### src/rtl/lht_pkg.sv
package lht_pkg;
    localparam int CNT_W = 8;

    localparam logic [CNT_W-1:0] RST_OFF_DLY   = CNT_W'(40);
    localparam logic [CNT_W-1:0] RST_ON_DLY    = CNT_W'(100);
    localparam logic [CNT_W-1:0] RST_CLAMP_DLY = CNT_W'(150);

    typedef enum logic [1:0] {
        SEL_OFF   = 2'd0,
        SEL_ON    = 2'd1,
        SEL_CLAMP = 2'd2,
        SEL_NONE  = 2'd3
    } cfg_sel_e;

    typedef struct packed {
        logic [CNT_W-1:0] off_dly;
        logic [CNT_W-1:0] on_dly;
        logic [CNT_W-1:0] clamp_dly;
    } dly_cfg_t;
endpackage

### src/rtl/lht_sync.sv
module lht_sync #(
    parameter int W = 1
) (
    input  logic         clk_i,
    input  logic         rst_ni,
    input  logic [W-1:0] async_i,
    output logic [W-1:0] sync_o
);
    typedef struct packed {
        logic [W-1:0] s1;
        logic [W-1:0] s2;
    } sync_st_t;

    sync_st_t st_d, st_q;

    always_comb begin
        st_d    = st_q;
        st_d.s1 = async_i;
        st_d.s2 = st_q.s1;
    end

    always_ff @(posedge clk_i or negedge rst_ni) begin
        if (!rst_ni) st_q <= '0;
        else         st_q <= st_d;
    end

    assign sync_o = st_q.s2;
endmodule

### src/rtl/lht_cfg_regs.sv
module lht_cfg_regs
    import lht_pkg::*;
(
    input  logic             clk_i,
    input  logic             rst_ni,
    input  logic             we_i,
    input  logic [1:0]       sel_i,
    input  logic [CNT_W-1:0] data_i,
    output dly_cfg_t         cfg_o
);
    dly_cfg_t cfg_d, cfg_q;

    always_comb begin
        cfg_d = cfg_q;
        if (we_i) begin
            unique case (cfg_sel_e'(sel_i))
                SEL_OFF:   cfg_d.off_dly   = data_i;
                SEL_ON:    cfg_d.on_dly    = data_i;
                SEL_CLAMP: cfg_d.clamp_dly = data_i;
                default:   cfg_d = cfg_q;
            endcase
        end
    end

    always_ff @(posedge clk_i or negedge rst_ni) begin
        if (!rst_ni) begin
            cfg_q.off_dly   <= RST_OFF_DLY;
            cfg_q.on_dly    <= RST_ON_DLY;
            cfg_q.clamp_dly <= RST_CLAMP_DLY;
        end else begin
            cfg_q <= cfg_d;
        end
    end

    assign cfg_o = cfg_q;

    // without a write strobe the stored delays do not move
    assert_cfg_hold_R10: assert property (@(posedge clk_i) disable iff (!rst_ni)
        !we_i |=> $stable(cfg_q));
endmodule

### src/rtl/lht_ms_timer.sv
// Counts millisecond ticks while run_i holds; cleared whenever run_i drops.
module lht_ms_timer #(
    parameter int W = 8
) (
    input  logic         clk_i,
    input  logic         rst_ni,
    input  logic         run_i,
    input  logic         tick_i,
    input  logic [W-1:0] limit_i,
    output logic         hit_o
);
    localparam logic [W-1:0] CNT_MAX = {W{1'b1}};

    logic [W-1:0] cnt_d, cnt_q;

    always_comb begin
        cnt_d = cnt_q;
        if (!run_i)
            cnt_d = '0;
        else if (tick_i && (cnt_q != CNT_MAX))
            cnt_d = cnt_q + 1'b1;
    end

    always_ff @(posedge clk_i or negedge rst_ni) begin
        if (!rst_ni) cnt_q <= '0;
        else         cnt_q <= cnt_d;
    end

    assign hit_o = run_i && (cnt_q >= limit_i);

    // a running count never wraps back below its previous value
    assert_ms_cnt_no_wrap_R6: assert property (@(posedge clk_i) disable iff (!rst_ni)
        (run_i && cnt_q != '0) |=> (cnt_q == '0 || cnt_q >= $past(cnt_q)));
endmodule

### src/rtl/lht_hold_timer.sv
// Loads a hold time and counts it down on millisecond ticks.
module lht_hold_timer #(
    parameter int W = 8
) (
    input  logic         clk_i,
    input  logic         rst_ni,
    input  logic         load_i,
    input  logic [W-1:0] value_i,
    input  logic         tick_i,
    output logic         busy_o
);
    logic [W-1:0] cnt_d, cnt_q;

    always_comb begin
        cnt_d = cnt_q;
        if (load_i)
            cnt_d = value_i;
        else if (tick_i && cnt_q != '0)
            cnt_d = cnt_q - 1'b1;
    end

    always_ff @(posedge clk_i or negedge rst_ni) begin
        if (!rst_ni) cnt_q <= '0;
        else         cnt_q <= cnt_d;
    end

    assign busy_o = (cnt_q != '0);

    // the hold drains by exactly one per tick
    assert_hold_count_down_R4: assert property (@(posedge clk_i) disable iff (!rst_ni)
        (!load_i && tick_i && cnt_q != '0) |=> (cnt_q == $past(cnt_q) - 1'b1));
endmodule

### src/rtl/line_handshake_timer.sv
module line_handshake_timer
    import lht_pkg::*;
#(
    parameter int DW = CNT_W
) (
    input  logic          clk_i,
    input  logic          rst_ni,
    input  logic          ms_tick_i,
    input  logic          rts_i,
    input  logic          train_done_i,
    input  logic          lvl_above_on_i,
    input  logic          lvl_above_off_i,
    input  logic          hs_done_i,
    input  logic          cfg_we_i,
    input  logic [1:0]    cfg_sel_i,
    input  logic [DW-1:0] cfg_data_i,
    output logic          rfs_o,
    output logic          cd_o,
    output logic          clamp_o
);
    localparam int NSYNC = 4;

    typedef struct packed {
        logic rts_prev;
        logic trained;
        logic rfs;
        logic cd;
        logic clamp;
    } ctl_st_t;

    ctl_st_t st_d, st_q;

    logic [NSYNC-1:0] async_in, sync_in;
    logic rts_s, on_s, off_s, hs_s;
    dly_cfg_t cfg;
    logic hold_busy, hold_load;
    logic on_run, off_run, on_hit, off_hit;
    logic clamp_now;

    assign async_in = {hs_done_i, lvl_above_off_i, lvl_above_on_i, rts_i};

    lht_sync #(.W(NSYNC)) sync_i (
        .clk_i  (clk_i),
        .rst_ni (rst_ni),
        .async_i(async_in),
        .sync_o (sync_in)
    );

    assign rts_s = sync_in[0];
    assign on_s  = sync_in[1];
    assign off_s = sync_in[2];
    assign hs_s  = sync_in[3];

    lht_cfg_regs cfg_i (
        .clk_i (clk_i),
        .rst_ni(rst_ni),
        .we_i  (cfg_we_i),
        .sel_i (cfg_sel_i),
        .data_i(cfg_data_i),
        .cfg_o (cfg)
    );

    assign hold_load = st_q.rts_prev && !rts_s;

    lht_hold_timer #(.W(DW)) hold_i (
        .clk_i  (clk_i),
        .rst_ni (rst_ni),
        .load_i (hold_load),
        .value_i(cfg.clamp_dly),
        .tick_i (ms_tick_i),
        .busy_o (hold_busy)
    );

    // clamp covers RTS on, the drop cycle itself and the programmed hold
    assign clamp_now = rts_s || st_q.rts_prev || hold_busy;
    assign on_run    = !st_q.cd && on_s && hs_s && !clamp_now;
    assign off_run   = st_q.cd && !off_s;

    lht_ms_timer #(.W(DW)) on_tmr_i (
        .clk_i  (clk_i),
        .rst_ni (rst_ni),
        .run_i  (on_run),
        .tick_i (ms_tick_i),
        .limit_i(cfg.on_dly),
        .hit_o  (on_hit)
    );

    lht_ms_timer #(.W(DW)) off_tmr_i (
        .clk_i  (clk_i),
        .rst_ni (rst_ni),
        .run_i  (off_run),
        .tick_i (ms_tick_i),
        .limit_i(cfg.off_dly),
        .hit_o  (off_hit)
    );

    always_comb begin
        st_d          = st_q;
        st_d.rts_prev = rts_s;
        st_d.trained  = st_q.trained || (train_done_i && rts_s);
        st_d.rfs      = rts_s && st_d.trained;
        st_d.clamp    = clamp_now;
        if (clamp_now)
            st_d.cd = 1'b0;
        else if (train_done_i)
            st_d.cd = 1'b1;
        else if (st_q.cd && off_hit)
            st_d.cd = 1'b0;
        else if (!st_q.cd && on_hit)
            st_d.cd = 1'b1;
    end

    always_ff @(posedge clk_i or negedge rst_ni) begin
        if (!rst_ni) st_q <= '0;
        else         st_q <= st_d;
    end

    assign rfs_o   = st_q.rfs;
    assign cd_o    = st_q.cd;
    assign clamp_o = st_q.clamp;

    // carrier detect is never shown while the receive side is clamped
    assert_clamp_masks_cd_R3: assert property (@(posedge clk_i) disable iff (!rst_ni)
        st_q.clamp |-> !st_q.cd);

    // ready-for-sending only follows an asserted request-to-send
    assert_rfs_needs_rts_R2: assert property (@(posedge clk_i) disable iff (!rst_ni)
        st_q.rfs |-> $past(rts_s));

    // carrier detect rises only through training or an expired ON count
    assert_cd_rise_cause_R8: assert property (@(posedge clk_i) disable iff (!rst_ni)
        $rose(st_q.cd) |-> $past(train_done_i || on_hit));
endmodule

### config.mk
export PLATFORM = sky130hd
export DESIGN_NAME = line_handshake_timer
export DESIGN_NICKNAME = d
export VERILOG_FILES = /design/src/rtl/lht_pkg.sv /design/src/rtl/lht_sync.sv /design/src/rtl/lht_cfg_regs.sv /design/src/rtl/lht_ms_timer.sv /design/src/rtl/lht_hold_timer.sv /design/src/rtl/line_handshake_timer.sv
export SDC_FILE = /design/constraint.sdc
export NUM_CORES = 1
export LEC_CHECK = 0
export BUFFER_PORTS_ARGS = -buffer_cell sky130_fd_sc_hd__buf_4
export CAP_MARGIN = 20
export CORE_MARGIN = 2
export CORE_UTILIZATION = 64
export DETAILED_ROUTE_END_ITERATION = 10
export HOLD_SLACK_MARGIN = 0.08
export MAX_ROUTING_LAYER = met4
export PLACE_DENSITY = 0.84
export SLEW_MARGIN = 30
export SYNTH_ARGS = -nofsm -noshare
export SYNTH_HDL_FRONTEND = slang
export SYNTH_HIERARCHICAL = 1
export SYNTH_SLANG_ARGS = --single-unit
### constraint.sdc
create_clock -name clk_i -period 4.4 [get_ports clk_i]
set_input_delay 0.22 -clock clk_i [delete_from_list [all_inputs] [get_ports clk_i]]
set_output_delay 0.22 -clock clk_i [all_outputs]
set_load 0.02 [all_outputs]
; After elaboration in Yosys (flattened, before gate mapping)
; Cells that the tools add are included.
; W data, S select, Z words.
[classes]
add_sub_neg = 3
n_lt_le_gt_ge = 2
eq_ne = 6
muxes = 10
n_reduce_logical = 28
[op_table]
columns = op, n
row1 = $mux W8, 6
row2 = $add A8 B1 Y8 const B, 2
row3 = $ge A8 B8 Y1, 2
row4 = $ne A8 B8 Y1 const B, 2
row5 = $logic_and A1 B1 Y1, 14
row6 = $reduce_bool A8 Y1, 1
row7 = $sub A8 B1 Y8 const B, 1
row8 = $reduce_and A2 Y1, 3
row9 = $logic_not A1 Y1, 4
row10 = $mux W1, 4
row11 = $ne A2 B2 Y1 const B, 2
row12 = $reduce_bool A4 Y1, 1
row13 = $logic_or A1 B1 Y1, 3
row14 = $eq A2 B1 Y1 const B, 1
row15 = $eq A2 B2 Y1 const B, 1
row16 = $logic_not A2 Y1, 1
row17 = $reduce_bool A2 Y1, 1
[word_totals]
reg_bits = 61
inputBits = 19
out_inout_bits = 3
elab_cells = 62

; Depth between registers and ports, before layout
[depth]
depth_word = 10
mapped_depth = 11
mapped_depth_nobuf = 11

; Cells and area by module
; The synthesis kept the hierarchy.
[modules_own_cells]
columns = module, n_inst, cells_each, area_per_inst_um2, seq_area_each_um2
row1 = lht_ms_timer, 2, 66, 626.9, 200.2
row2 = lht_cfg_regs, 1, 51, 923.4, 611.8
row3 = lht_hold_timer, 1, 64, 566.8, 200.2
row4 = line_handshake_timer, 1, 16, 203.9, 125.1
row5 = lht_sync, 1, 8, 200.2, 200.2

; Least setup slack after synthesis
; OpenSTA, ideal clock, no wires.
[synth_path]
kind = register to register
start = reg hold_i.cnt_q[0]
end = reg st_q (netlist bit cd_o)
setup_time_ns = 0.082
t_arrival_ns = 2.320
required_ns = 4.318
slack_ns = 1.998
path_stages_with_launch = 12
n_path_buf = 0
synth_period_minus_slack_ns = 2.402
cell_sequence = dfrtp_1 -> inv_1 -> ha_1 -> nor4b_2 -> nand2_1 -> or3_4 -> nor3_2 -> o211a_1 -> nand4_1 -> o32ai_1 -> nand2b_1 -> a31oi_1
[synth_via]
elab_chain_len = 7
elab_cells_between_ends = 8
classes_between = mux: 1 / reduce/logical: 7
[synth_lines]
columns = item, line
row1 = from (decl), lht_hold_timer.sv:12  ; logic [W-1:0] cnt_d, cnt_q;
row2 = from (signal assigned), lht_hold_timer.sv:24  ; else cnt_q <= cnt_d;
row3 = $reduce_bool A8 Y1, lht_hold_timer.sv:27  ; assign busy_o = (cnt_q != '0);
row4 = net hold_busy, line_handshake_timer.sv:36  ; logic hold_busy, hold_load;
row5 = $logic_or A1 B1 Y1, line_handshake_timer.sv:75  ; assign clamp_now = rts_s || st_q.rts_prev || hold_busy;
row6 = net clamp_now, line_handshake_timer.sv:38  ; logic clamp_now;
row7 = $logic_not A1 Y1, line_handshake_timer.sv:76  ; assign on_run = !st_q.cd && on_s && hs_s && !clamp_now;
row8 = $logic_and A1 B1 Y1, line_handshake_timer.sv:76
row9 = net on_run, line_handshake_timer.sv:37  ; logic on_run, off_run, on_hit, off_hit;
row10 = $logic_and A1 B1 Y1, lht_ms_timer.sv:29  ; assign hit_o = run_i && (cnt_q >= limit_i);
row11 = net on_hit, line_handshake_timer.sv:37
row12 = $logic_and A1 B1 Y1, line_handshake_timer.sv:109  ; else if (!st_q.cd && on_hit)
row13 = $reduce_bool A4 Y1 (no line), n/a
row14 = to (signal assigned), line_handshake_timer.sv:115  ; else st_q <= st_d;
row15 = to (decl), line_handshake_timer.sv:31  ; ctl_st_t st_d, st_q;
; The timed path passes the listed nets, and every way through them passes these cells.
; A chain may end at the register's enable or synchronous reset.

; Worst setup path after layout
; Same ends and word-level chain as after synthesis.

==> summary.txt <==
Outcome
  • Run status: finished clean

Final layout
  • Final Non-Filler Cells: around 370
  • Layout net count: 340
  • Final instance area: roughly 3600 µm²
  • Layout Area Growth over Synthesis: 15.5%
  • Number of antenna diodes: 0
  • Share of cells above drive strength 1: 28.4%
  • FILL cells: between 300 and 400

Worst setup path
  • Setup crit end: cd_o$_DFFE_PN0P_
  • CP top delay family: simple AND/OR/NAND/NOR gates
  • Crit path buf inv count: 1
  • CP max FO: 11
  • Crit path max-delay cell type: nor3_2
  • Critical path startpoint category: flop
  • CP Class: flop to flop
  • Cell Chain, Critical Path: inv_1 > ha_1 > nor4b_2 > nand2_1 > or3_4 > nor3_2 > o211a_1 > nand4_1 > o32ai_1 > nand2b_1 > a31oi_1
  • Reg2reg setup slack: 1270 ps
  • Max incr delay on CP: just over 500 ps
  • R2R Path Start: hold_i/cnt_q[0]$_DFFE_PN0P_
  • CP Launch Point: hold_i/cnt_q[0]$_DFFE_PN0P_
  • Critical Path Stages: 11
  • Critical path arrival: about 3400 ps
  • Worst R2R End: cd_o$_DFFE_PN0P_
  • R2R depth: 11
  • Crit end category: flop
  • Critical Path RT: approximately 4700 ps

Timing
  • Fin. Hold Viols: 0
  • Slew HR: between 40% and 50%
  • Final WS setup: around 1300 ps
  • Final Setup Violations: 0
  • Fmax: about 320 MHz
  • RSZ-0062 raised after global routing: no
  • Post-Route Setup TNS: 0 ps
  • Final Slew Violations: 0
  • Worst hold slack: 119 ps
  • Final Cycle Share: a little under three quarters
  • Worst Max-Slew Pin Slew: roughly 760 ps
  • Final worst path period need: 3130 ps
  • Setup Skew: between 4 and 5 ps

Drt
  • Routed WL: 6.47 mm
  • Drc violations: 0
  • DR vias/cell: 5.99
  • Number of DRC markers in iteration 0: around 130
  • Wirelength per Cell: between 15 and 20 µm
  • Routed Antenna Nets: 0
  • Drt pass-1 iters: 4
  • Vias: ~2,200

Clocking
  • H-tree depth: 3
  • Post_cts resized: 0
  • Clock sinks: between 60 and 70
  • CTS tree: done
  • Clk pin slew, worst setup/hold paths: approximately 60 ps
  • CTS Buf Count: 9
  • Clock Path Buffers: 2
  • Clk_lat worst skew: 340 ps
  • CTS root buf: clkbuf_8

Floorplanning
  • Core area: between 4000 and 5000 µm²
  • Initial core utilization: roughly 67%
  • Row count: 25
  • # IOs: 22
  • Die height: around 74 µm
  • Die Area: 5500 µm²
  • Die X: 74.1 µm

GRT
  • Initial antenna violation count: 0
  • Total track usage: between 20% and 30%
  • Number of global-route vias before repair: between 2,000 and 2,500
  • First-pass GRT wire length: around 11 mm
  • Grt ovf: 0
  • Largest net degree at the start of global routing: 62

Placement
  • DP HPWL: around 4.4 mm
  • Cell count after placement: around 350
  • GP Congestion: between 0.8 and 0.9
  • Post-DP Area: 3360 µm²
  • Port bufs: 21
  • DP Worst Slack: 1300 ps

Synth
  • Syn_area_per_cell: roughly 12 µm²
  • Top FF cell, synth: dfrtp_1
  • Syn Std Cell Area: 3150 µm²
  • Post-synth EDFFs: 0
  • Cell variety after synth: 55
  • Yosys reg bits: about 60
  • Ys async rst share: 100%
  • Register area share after synthesis: approximately 49%
  • Cell count after synthesis: between 200 and 300
  • Synthesized net count: approximately 310
  • Ys Warns: 6

Pwr
  • Power density over the cells: between 400 and 500 nW/µm²
  • Leak Pwr: ~0.0017 µW
  • Max rail drop VDD: 0.255 mV

Job
  • Max_cap viols: 0

Worst hold path
  • Hold Path Class: input pin to flop
## state kept, by name, indices dropped and copies added (netlist names), 2 cells and up
register,count
st_q,2
hold_i/cnt_q,8
on_tmr_i/cnt_q,8
sync_i/sync_o,4
sync_i/st_d,4
off_tmr_i/cnt_q,8
cfg_i/cfg_o,24
## repair_timing
action                                 in CTS  in global routing
hold buffers                                5                  0
setup buffers                               0                  0
endpoints found under the hold margin      56                  0
## cell usage after synthesis, drive strengths merged, types with 4 or more instances
master	number	area, µm²
a31oi	7	43.8
dfstp	9	236
nor2	5	18.8
nor3	8	45.0
inv	23	86.3
a211oi	4	30.0
nand4	5	43.8
dfrtp	52	1300
o21ai	9	45.0
ha	19	238
mux2i	4	40.0
nand2	16	60.1
a21oi	6	30.0
mux2	24	270
o211a	6	60.1
nand3	6	30.0
and4	8	75.1
nand2b	5	31.3
a2111oi	4	35.0
nor2b	4	25.0
## metrics by stage
step	utilization, %	total power, µW
2_1_floorplan	-	859
3_3_place_gp	71.1	918
3_5_place_dp	71.1	932
4_1_cts	77.0	1530
5_1_grt	77.0	1590
6_report	77.0	1520
## cells in the final DEF (no fill, tap or decap), types with 3 or more instances in the layout
| master | Yosys | layout |
|---|---|---|
| clkbuf_8 | 0 | 9 |
| o21ai_0 | 9 | 9 |
| mux2_2 | 24 | 24 |
| a21oi_1 | 6 | 6 |
| nor3_1 | 7 | 7 |
| ha_1 | 19 | 19 |
| a211oi_1 | 4 | 4 |
| and4_1 | 4 | 4 |
| nor2_1 | 5 | 5 |
| dlygate4sd3_1 | 0 | 5 |
| dfrtp_1 | 52 | 52 |
| o211ai_1 | 3 | 3 |
| nand4_1 | 3 | 3 |
| nor2b_1 | 4 | 4 |
| and4_2 | 4 | 4 |
| inv_1 | 23 | 23 |
| bufinv_16 | 0 | 3 |
| nand2b_1 | 5 | 5 |
| buf_4 | 0 | 21 |
| dfstp_2 | 9 | 9 |
| mux2i_1 | 4 | 4 |
| nand3_1 | 6 | 6 |
| o211a_1 | 6 | 6 |
| nand2_1 | 16 | 16 |
| a31oi_1 | 7 | 7 |
| a2111oi_0 | 4 | 4 |
## how the worst min path moves through the flow
stage | startpoint | endpoint | slack, ps | cells after the start
detailed placement | lvl_above_off_i | sync_i/st_d[2]$_DFF_PN0_ | 330 | 1
finish | train_done_i | st_q[3]$_DFF_PN0_ | 120 | 2
global placement | rst_ni | hold_i/cnt_q[2]$_DFFE_PN0P_ | 330 | 1
floorplan | rst_ni | cd_o$_DFFE_PN0P_ | -80 | 0
CTS | train_done_i | st_q[3]$_DFF_PN0_ | 100 | 2
global route | train_done_i | st_q[3]$_DFF_PN0_ | 110 | 2
## final cells by class
| cell class | instances | area (µm²) | share of cell area [%] |
|---|---|---|---|
| Clock buffer | 10 | 128 | 3.51 |
| Clock inverter | 5 | 100 | 2.75 |
| Inverter | 23 | 86.3 | 2.37 |
| Multi-Input combinational cell | 181 | 1490 | 41.1 |
| Sequential cell | 61 | 1540 | 42.3 |
| Tap cell | 67 | 83.8 | 2.31 |
| Timing Repair Buffer | 26 | 208 | 5.71 |
## cells by family after synthesis
logic type	count (synthesis)	synth area share (%)
and+or+nand+nor	78	16.7
DFF	61	48.8
AOI/OAI and AO/OA	56	13.3
buffers and inverters	29	3.74
muxes	28	9.86
adders and majority gates	19	7.55
## per-layer routing
metal | track usage (%) | vias to the layer above | part of all wire (%)
met3 | 6.91 | 17 | 3.1
met4 | 15.2 | 0 | 3.4
met2 | 42.9 | 35 | 50
li1 | - | 1072 | -
met1 | 34.1 | 1112 | 44
met5 | - | - | 0
## power breakdown
| group | switching, µW | internal (µW) |
|---|---|---|
| Combinational | 113 | 115 |
| Clock | 217 | 371 |
| Sequential | 56.6 | 642 |
Power figures use the tool's default switching activity.
